<file path="config.mk">
export PLATFORM = sky130hd
export DESIGN_NAME = nand_strobe_gen
export DESIGN_NICKNAME = d
export VERILOG_FILES = /design/src/rtl/nand_tg_pkg.sv /design/src/rtl/nand_tg_cnt.sv /design/src/rtl/nand_tg_wtmr.sv /design/src/rtl/nand_tg_sync.sv /design/src/rtl/nand_strobe_gen.sv
export SDC_FILE = /design/constraint.sdc
export NUM_CORES = 1
export LEC_CHECK = 0
export BUFFER_PORTS_ARGS = -buffer_cell sky130_fd_sc_hd__buf_2
export CORE_MARGIN = 2
export CORE_UTILIZATION = 26
export CTS_CLUSTER_SIZE = 25
export DETAILED_ROUTE_END_ITERATION = 6
export GPL_ROUTABILITY_DRIVEN = 0
export PLACE_DENSITY = 0.45
export SLEW_MARGIN = 20
export SYNTH_ARGS = -nofsm -noshare
export SYNTH_HDL_FRONTEND = slang
export SYNTH_SLANG_ARGS = --single-unit
</file>
<file path="constraint.sdc">
create_clock -name clk -period 2.01 [get_ports clk]
set_input_delay 0.1005 -clock clk [delete_from_list [all_inputs] [get_ports clk]]
set_output_delay 0.1005 -clock clk [all_outputs]
set_load 0.02 [all_outputs]
</file>
<file path="src/rtl/nand_tg_pkg.sv">
package nand_tg_pkg;

   typedef enum logic [2:0] {
      PH_IDLE  = 3'd0,
      PH_SETUP = 3'd1,
      PH_PULSE = 3'd2,
      PH_HOLD  = 3'd3,
      PH_TAIL  = 3'd4
   } phase_e;

   // field index inside one direction's group of four
   localparam int unsigned FLD_SETUP = 0;
   localparam int unsigned FLD_HOLD  = 1;
   localparam int unsigned FLD_PULSE = 2;
   localparam int unsigned FLD_WAIT  = 3;
   // group base: reads use fields 0..3, writes 4..7
   localparam int unsigned GRP_RD    = 0;
   localparam int unsigned GRP_WR    = 4;
   localparam int unsigned NUM_FLD   = 8;

endpackage

</file>
<file path="src/rtl/nand_tg_cnt.sv">
module nand_tg_cnt #(
   parameter int W = 4
) (
   input  logic         clk,
   input  logic         rst_n,
   input  logic         clr,
   input  logic         load,
   input  logic [W-1:0] ld_val,
   input  logic         dec,
   output logic         zero
);

   logic [W-1:0] val_q;

   always_ff @(posedge clk or negedge rst_n) begin
      if (!rst_n)
         val_q <= '0;
      else if (clr)
         val_q <= '0;
      else if (load)
         val_q <= ld_val;
      else if (dec && (val_q != '0))
         val_q <= val_q - 1'b1;
   end

   assign zero = (val_q == '0);

endmodule

</file>
<file path="src/rtl/nand_tg_wtmr.sv">
module nand_tg_wtmr #(
   parameter int W = 6
) (
   input  logic         clk,
   input  logic         rst_n,
   input  logic         clr,
   input  logic         step,
   output logic [W-1:0] cnt
);

   localparam logic [W-1:0] CNT_MAX = '1;

   always_ff @(posedge clk or negedge rst_n) begin
      if (!rst_n)
         cnt <= '0;
      else if (clr)
         cnt <= '0;
      else if (step && (cnt != CNT_MAX))
         cnt <= cnt + 1'b1;
   end

endmodule

</file>
<file path="src/rtl/nand_tg_sync.sv">
module nand_tg_sync #(
   parameter int STAGES = 2
) (
   input  logic clk,
   input  logic rst_n,
   input  logic d,
   output logic q
);

   if (STAGES == 0) begin : g_pass
      assign q = d;
   end else begin : g_chain
      logic [STAGES-1:0] sr_q;
      always_ff @(posedge clk or negedge rst_n) begin
         if (!rst_n)
            sr_q <= '0;
         else
            sr_q <= {sr_q[STAGES-2:0], d};
      end
      assign q = sr_q[STAGES-1];
   end

endmodule

</file>
<file path="src/rtl/nand_strobe_gen.sv">
module nand_strobe_gen
   import nand_tg_pkg::*;
#(
   parameter int DATA_W   = 8,
   parameter int FIELD_W  = 4,
   parameter int RDY_SYNC = 2
) (
   input  logic                 clk,
   input  logic                 rst_n,
   input  logic                 soft_rst,
   input  logic [8*FIELD_W-1:0] timing,
   input  logic                 hold_ce,
   input  logic                 start,
   input  logic                 start_rd,
   input  logic                 start_cle,
   input  logic                 start_ale,
   input  logic [DATA_W-1:0]    start_wdata,
   input  logic [DATA_W-1:0]    nand_din,
   input  logic                 nand_rdy,
   output logic                 nand_ce_n,
   output logic                 nand_we_n,
   output logic                 nand_re_n,
   output logic                 nand_cle,
   output logic                 nand_ale,
   output logic [DATA_W-1:0]    nand_dout,
   output logic                 nand_doe,
   output logic [DATA_W-1:0]    rdata,
   output logic                 rdy_seen,
   output logic                 ready_stat,
   output logic                 busy,
   output logic                 done
);

   localparam int WT_W = FIELD_W + 2;

   // elaboration-time parameter checks
   if (FIELD_W < 2 || FIELD_W > 6) begin : g_bad_field
      $error("FIELD_W must lie in 2..6");
   end
   if (DATA_W != 8 && DATA_W != 16) begin : g_bad_data
      $error("DATA_W must be 8 or 16");
   end
   if (RDY_SYNC < 0 || RDY_SYNC > 3) begin : g_bad_sync
      $error("RDY_SYNC must lie in 0..3");
   end

   // unpack the timing word
   logic [FIELD_W-1:0] fld [NUM_FLD];
   for (genvar gi = 0; gi < NUM_FLD; gi++) begin : g_fld
      assign fld[gi] = timing[gi*FIELD_W +: FIELD_W];
   end

   logic [2:0] grp;
   assign grp = start_rd ? 3'(GRP_RD) : 3'(GRP_WR);

   // per-access state
   phase_e             ph_q, ph_d;
   logic               rd_q, cle_q, ale_q;
   logic [DATA_W-1:0]  wd_q;
   logic [FIELD_W-1:0] pulse_q, hold_q, wait_q;
   logic               done_q, seen_q;
   logic [DATA_W-1:0]  rdata_q;

   logic               accept;
   logic               pc_load, pc_dec, pc_zero;
   logic [FIELD_W-1:0] pc_val;
   logic               wt_clr, wt_step;
   logic [WT_W-1:0]    wt_cnt, wt_tgt;
   logic               wt_hit, wt_met, finish, capture, sample;

   assign accept  = (ph_q == PH_IDLE) && start;
   assign wt_tgt  = {1'b0, wait_q, 1'b0};
   assign wt_hit  = (wt_cnt == wt_tgt);
   assign wt_met  = (wt_cnt >= wt_tgt);
   assign pc_dec  = (ph_q == PH_SETUP) || (ph_q == PH_PULSE) || (ph_q == PH_HOLD);
   assign wt_clr  = soft_rst || ((ph_q == PH_PULSE) && pc_zero);
   assign wt_step = (ph_q == PH_HOLD) || (ph_q == PH_TAIL);
   assign capture = (ph_q == PH_PULSE) && pc_zero && rd_q;
   assign sample  = wt_step && wt_hit;
   assign finish  = ((ph_q == PH_HOLD) && pc_zero && wt_met) ||
                    ((ph_q == PH_TAIL) && wt_hit);

   always_comb begin
      ph_d    = ph_q;
      pc_load = 1'b0;
      pc_val  = '0;
      unique case (ph_q)
         PH_IDLE: begin
            if (start) begin
               ph_d    = PH_SETUP;
               pc_load = 1'b1;
               pc_val  = fld[grp + 3'(FLD_SETUP)];
            end
         end
         PH_SETUP: begin
            if (pc_zero) begin
               ph_d    = PH_PULSE;
               pc_load = 1'b1;
               pc_val  = pulse_q;
            end
         end
         PH_PULSE: begin
            if (pc_zero) begin
               ph_d    = PH_HOLD;
               pc_load = 1'b1;
               pc_val  = hold_q;
            end
         end
         PH_HOLD: begin
            if (pc_zero)
               ph_d = wt_met ? PH_IDLE : PH_TAIL;
         end
         PH_TAIL: begin
            if (wt_hit)
               ph_d = PH_IDLE;
         end
         default: ph_d = PH_IDLE;
      endcase
   end

   always_ff @(posedge clk or negedge rst_n) begin
      if (!rst_n) begin
         ph_q    <= PH_IDLE;
         rd_q    <= 1'b0;
         cle_q   <= 1'b0;
         ale_q   <= 1'b0;
         wd_q    <= '0;
         pulse_q <= '0;
         hold_q  <= '0;
         wait_q  <= '0;
         done_q  <= 1'b0;
         seen_q  <= 1'b0;
         rdata_q <= '0;
      end else if (soft_rst) begin
         ph_q    <= PH_IDLE;
         done_q  <= 1'b0;
         seen_q  <= 1'b0;
         rdata_q <= '0;
      end else begin
         ph_q   <= ph_d;
         done_q <= finish;
         if (accept) begin
            rd_q    <= start_rd;
            cle_q   <= start_cle & ~start_rd;
            ale_q   <= start_ale & ~start_rd;
            wd_q    <= start_wdata;
            pulse_q <= fld[grp + 3'(FLD_PULSE)];
            hold_q  <= fld[grp + 3'(FLD_HOLD)];
            wait_q  <= fld[grp + 3'(FLD_WAIT)];
         end
         if (capture)
            rdata_q <= nand_din;
         if (sample)
            seen_q <= nand_rdy;
      end
   end

   nand_tg_cnt #(.W(FIELD_W)) i_phase_cnt (
      .clk    (clk),
      .rst_n  (rst_n),
      .clr    (soft_rst),
      .load   (pc_load),
      .ld_val (pc_val),
      .dec    (pc_dec),
      .zero   (pc_zero)
   );

   nand_tg_wtmr #(.W(WT_W)) i_wait_tmr (
      .clk   (clk),
      .rst_n (rst_n),
      .clr   (wt_clr),
      .step  (wt_step),
      .cnt   (wt_cnt)
   );

   nand_tg_sync #(.STAGES(RDY_SYNC)) i_rdy_sync (
      .clk   (clk),
      .rst_n (rst_n),
      .d     (nand_rdy),
      .q     (ready_stat)
   );

   // strobe decode from the phase register
   logic driving;
   assign driving   = pc_dec;
   assign nand_ce_n = ~(driving | hold_ce);
   assign nand_we_n = ~((ph_q == PH_PULSE) & ~rd_q);
   assign nand_re_n = ~((ph_q == PH_PULSE) &  rd_q);
   assign nand_cle  = driving & cle_q;
   assign nand_ale  = driving & ale_q;
   assign nand_doe  = driving & ~rd_q;
   assign nand_dout = wd_q;
   assign rdata     = rdata_q;
   assign rdy_seen  = seen_q;
   assign busy      = (ph_q != PH_IDLE);
   assign done      = done_q;

endmodule

</file>
Word level (Yosys, flattened, before mapping)
Index checks and enable logic that the tools add are counted.
{"block": "op_classes", "n_addsub": 5, "n_lt_le_gt_ge": 5, "n_eq_ne": 11, "mux": 38, "n_bitwise": 18, "reduce_logical": 25}
{"cell": "two-way mux 4 bit", "n": 14}
{"cell": "binary-select mux 4 bit (select 3 bit)", "n": 4}
{"cell": "two-way mux 3 bit", "n": 8}
{"cell": "greater-or-equal comparator 4 bit (second input constant)", "n": 4}
{"cell": "two-way mux 8 bit", "n": 2}
{"cell": "inverter 3 -> 4 bit", "n": 4}
{"cell": "!= test 3 bit (second input constant)", "n": 5}
{"cell": "case mux 3 bit (5 select lines)", "n": 1}
{"cell": "two-way mux 6 bit", "n": 2}
{"cell": "case mux 4 bit (3 select lines)", "n": 1}
{"cell": "logical AND 1 bit", "n": 9}
{"cell": "AND 1 bit", "n": 7}
{"cell": "adder 3 x 2 -> 3 bit (second input constant)", "n": 2}
{"cell": "adder 6 x 1 -> 6 bit (second input constant)", "n": 1}
{"cell": "== test 3 x 2 -> 1 bit (second input constant)", "n": 2}
{"cell": "== test 6 x 5 -> 1 bit", "n": 1}
{"cell": "greater-or-equal comparator 6 x 5 -> 1 bit", "n": 1}
{"cell": "!= test 6 bit (second input constant)", "n": 1}
{"cell": "inverter 1 bit", "n": 6}
{"cell": "nonzero test 2 bit", "n": 3}
{"cell": "nonzero test 3 bit", "n": 2}
{"cell": "logical OR 1 bit", "n": 5}
{"cell": "two-way mux 1 bit", "n": 5}
{"cell": "AND reduction 5 bit", "n": 1}
{"cell": "11 further kinds", "n": 11}
{"block": "totals", "ff_bits": 48, "in_bits": 57, "out_inout_bits": 26, "word_cells": 116}

Logic depth before layout (Yosys ltp)
{"block": "logic_depth", "depth_word": 9, "depth_mapped": 8, "ltp_nobuf": 6}

Modules after synthesis
From an unflattened synthesis, not the netlist that was laid out.
{"block": "unflattened", "cells_unflattened": 251, "area_unflattened_um2": 2613.8}
{"mod": "nand_strobe_gen", "n_inst": 1, "cells_per_inst": 183, "area_each_um2": 1925.6, "seq_area_each_um2": 900.9}
{"mod": "nand_tg_wtmr", "n_inst": 1, "cells_per_inst": 35, "area_each_um2": 345.3, "seq_area_each_um2": 150.1}
{"mod": "nand_tg_cnt", "n_inst": 1, "cells_per_inst": 31, "area_each_um2": 292.8, "seq_area_each_um2": 100.1}
{"mod": "nand_tg_sync", "n_inst": 1, "cells_per_inst": 2, "area_each_um2": 50.0, "seq_area_each_um2": 50.0}

Worst setup path before layout
Ideal clock, no wire load.
{"block": "synth_timing", "path_type": "reg2reg", "start": "reg i_phase_cnt.val_q[0]", "end": "reg i_phase_cnt.val_q[0]", "setup_ns": 0.126, "arrival_ns": 1.884, "required_time_ns": 1.884, "setup_slack_ns": 0.000, "stages_incl_launch_ff": 6, "n_path_buf": 0, "period_less_slack_ns": 2.010, "path_cell_list": "dfrtp_1 inv_1 ha_1 nor4bb_1 a2111oi_0 a221o_1"}
{"block": "synth_between", "elab_chain_cells": 5, "word_cells_on_any_way": 13, "classes_between": "add/sub: 1; mux: 8; reduce/logical: 4"}
{"item": "start, declared", "line": "nand_tg_cnt.sv:13", "source": "logic [W-1:0] val_q;"}
{"item": "start signal, assigned", "line": "nand_tg_cnt.sv:21", "source": "val_q <= ld_val;"}
{"item": "start signal, assigned", "line": "nand_tg_cnt.sv:23", "source": "val_q <= val_q - 1'b1;"}
{"item": "parallel branches: the longest is 5 deep, another holds subtractor 4 x 1 -> 4 bit"}
Several ways; the timed one is not identified. The select of a mux whose other input is x is not followed.
A chain may end at the register's enable or synchronous reset.

Worst setup path in the final report
{"block": "layout_timing", "start": "reg i_phase_cnt.val_q[1]", "end": "reg i_phase_cnt.val_q[0]"}
{"block": "layout_between", "elab_chain_cells": 5, "word_cells_on_any_way": 11, "classes_between": "mux: 7; reduce/logical: 4"}
{"item": "zero test 4 bit", "line": "nand_tg_cnt.sv:26", "source": "assign zero = (val_q == '0);"}
{"item": "two-way mux 4 bit, or another cell as far along", "line": "nand_strobe_gen.sv:103", "source": "if (pc_zero) begin"}
{"item": "case mux 4 bit (3 select lines) / case mux 1 bit (2 select lines) (equally long branches)", "line": "nand_strobe_gen.sv:87", "source": "unique case (ph_q)"}
{"item": "two-way mux 4 bit", "line": "nand_tg_cnt.sv:20", "source": "else if (load)"}
{"item": "two-way mux 4 bit", "line": "nand_tg_cnt.sv:18", "source": "else if (clr)"}
Several ways; a longest one is shown, not always the timed one.

==> metrics.yaml <==
yosys:
  async_flop_share_pct: 100.0
  synth_nets: 297
  synth.distinct_cells: 47
  yosysSeqAreaShare_pct: 48.51
  syn_inst: 234
  postSynthAreaPerCell_sq_um: 10.58
  synth_top_area_share_pct: 48.51
  synth_edf_count: 0
  ys_warn_count: 0
  synthesis.area_sq_um: 2476
  synth_area_leaders: "dfrtp_1 49%, mux2i_1 11%, o21ai_0 3.6%"
  synth-main-ff-cell: "dfrtp_1"
  synth-seq-cells: 48
  yosysTopAreaCell: "dfrtp_1"
worst_setup_path:
  worst-path-max-fanout: 6
  worstSetupPathType: "flop to flop"
  r2r_cells: 8
  worstPathArrival_ns: 2.13
  reg2reg_to: "i_phase_cnt.val_q[0]$_DFFE_PN0P_"
  crit_path_start_kind: "flop"
  crit_required_ns: 2.20
  crit-reg2reg-launch: "i_phase_cnt.val_q[1]$_DFFE_PN0P_"
  endpoint_kind: "flop"
  reg2reg_slack_ns: 0.07
floorplan:
  rows: 35
  die_y_um: 101.6
  start_util_pct: 26.80
  ios: 83
  die-area_sq_um: 10320
  die_w_um: 101.6
  core_sq_um: 9240
place:
  hpwl_um: 4503
  dp_slack_ns: 0.09356
  numPortBuffers: 82
clock_network:
  cts_made_buffers: 5
  htree_levels: 2
  clock-root-buffer: "clkbuf_8"
  cts_tree: "built"
  clock-sinks: 48
  clk_pin_slew_ns: 0.09
  clock_latency_ns: 0.30
  clk_path_buf_depth: 2
timing:
  slew_violations: 0
  setup_viol: 0
  skew_ns: 0.008955
  rsz0062_at_grt: "false"
  fin_tns_setup_ns: 0
  finalCritPeriodShare_pct: 96.35
  hold_viol_final: 0
  fin_crit_ns: 1.937
  max-slew-margin-rel_pct: 72.60
  setup_ws_ns: 0.07335
  worstMarginPinSlew_ns: 0.4110
  timing.fmax_ghz: 0.5164
final_layout:
  layout_commonest_cell: "buf_2"
  n_antenna_cell: 0
  fin_nets: 391
  layout_common_cells: "82 x buf_2, 48 x dfrtp_1, 26 x mux2i_1"
  final-seq-area_sq_um: 1201
  fin_util_pct: 34.96
  fillers: 976
  drive_above_1_share_pct: 35.87
  multi_input_area_sq_um: 1179
  syn_to_final_growth_pct: 30.47
run_status:
  status: "complete, no violations"
grt:
  grt_pass1_wl_um: 10280
  grt.total_usage_pct: 12.63
  overflow: 0
  grt_antenna_before_repair: 0
  grt_max_degree: 48
  grt_pass1_vias: 2100
drt:
  drt_iter0_drc: 60
  routed_wirelength_um: 6036
  drt-pass1-iter-count: 4
  ant_nets: 0
  vias: 2046
  viasPerCell: 4.467
  drcViolationCount: 0
  wire_per_inst_um: 13.18
power:
  ir_drop_mv: 0.5447
  power.density_nw_per_um2: 1091
  power.total_mw: 3.525
  p_leak_nw: 1.680
worst_hold_path:
  min_to: "nand_dout[5]$_DFFE_PN0P_"
  hp-class: "input pin to flop"
  min_path_cells: 2
  worstHoldStart: "start_wdata[5]"
flow_run:
  maxCapViolations: 0
-- synthesized netlist by cell type, types with 2 or more instances --
| master | instances |
|---|---|
| buf_2 | 3 |
| or4_1 | 2 |
| nand3_1 | 3 |
| and3b_1 | 2 |
| nand2b_1 | 5 |
| a21oi_1 | 5 |
| o21ai_0 | 18 |
| o22ai_1 | 2 |
| a211oi_1 | 2 |
| nor3_1 | 4 |
| buf_6 | 3 |
| nand2_1 | 17 |
| mux2_4 | 2 |
| clkbuf_1 | 6 |
| nor4bb_1 | 2 |
| o21a_1 | 2 |
| a221o_1 | 5 |
| xor2_1 | 2 |
| ha_1 | 6 |
| mux2_2 | 7 |
| inv_1 | 7 |
| and2_1 | 3 |
| o31ai_1 | 2 |
| nor3b_1 | 5 |
| mux2i_1 | 26 |
| dfrtp_1 | 48 |
| or3_1 | 3 |
| nor2_1 | 23 |
-- report_power, final --
group / switching, mW / leakage (nW) / internal [mW]
Combinational: 0.815 / 1.01 / 0.704
Clock: 0.330 / 0.0479 / 0.243
Sequential: 0.182 / 0.621 / 1.25
Total: 1.33 / 1.68 / 2.20
-- through the flow --
step                instance area [sq um]  instances  hold WS, ns
global route                         3231        458      0.01550
global placement                     3118        448     -0.09478
finish                               3231        458      0.02191
CTS                                  3226        458     0.007642
floorplan                            2476        234      -0.1951
detailed placement                   3118        448     -0.09527
-- sequential cells by signal, indices dropped and copies added, names as in the netlist --
register and cells:
ale_q 1, cle_q 1, done 1, hold_q 4, i_phase_cnt.val_q 4, i_rdy_sync.g_chain.sr_q 2, i_wait_tmr.cnt 6, nand_dout 8
ph_q 3, pulse_q 4, rd_q 1, rdata 8, rdy_seen 1, wait_q 4
-- cell families (layout without fill, tap and decap cells) --
logic type	Yosys count	count (layout)	synth area share (%)
mux	35	35	14.91
buf+inv	20	115	4.093
flops	48	48	48.51
compound gates	44	44	11.82
fa+ha+maj	6	6	3.032
simple gates	78	78	16.58
xor+xnor	3	3	1.061
-- worst max path at each step --
stage / cells after the start / from / slack [ns] / end
finish: 8 / i_phase_cnt.val_q[1]$_DFFE_PN0P_ / 0.07 / i_phase_cnt.val_q[0]$_DFFE_PN0P_
global route: 8 / i_phase_cnt.val_q[1]$_DFFE_PN0P_ / 0.002 / i_phase_cnt.val_q[0]$_DFFE_PN0P_
CTS: 8 / i_phase_cnt.val_q[1]$_DFFE_PN0P_ / 0.08 / i_phase_cnt.val_q[0]$_DFFE_PN0P_
detailed placement: 8 / i_phase_cnt.val_q[1]$_DFFE_PN0P_ / 0.09 / i_phase_cnt.val_q[0]$_DFFE_PN0P_
global placement: 7 / i_phase_cnt.val_q[1]$_DFFE_PN0P_ / 0.12 / i_phase_cnt.val_q[0]$_DFFE_PN0P_
floorplan: 5 / i_phase_cnt.val_q[0]$_DFFE_PN0P_ / 0.0003 / i_phase_cnt.val_q[0]$_DFFE_PN0P_
-- repair_timing --
item	CTS	global route
endpoints found under the hold margin	49	0
hold buffers	2	0
setup endpoints to repair	0	2
gates resized for setup	0	1
setup buffers	0	0
-- final cells by class --
class,count,area share [%]
timing repair buffer,100,17.82
clock buffer,5,2.130
sequential,48,37.18
clock inverter,3,0.5809
multi-input combinational,166,36.48
tap,129,4.996
inverter,7,0.8133
-- metal layers --
metal	global-route usage (%)	share of wire, %
met1	16.77	48
met2	20.29	46
met3	3.382	5.0
met4	3.534	1.3
met5	0	0
-- critical path, stage by stage (launching register included) --
cell and delay (ns):
dfrtp_1 0.37, inv_1 0.06, ha_1 0.21, nor4bb_1 0.15, buf_4 0.16, nor3b_1 0.14
buf_4 0.14, a221o_1 0.29, a221o_1 0.31
(Power assumes the default switching activity.)
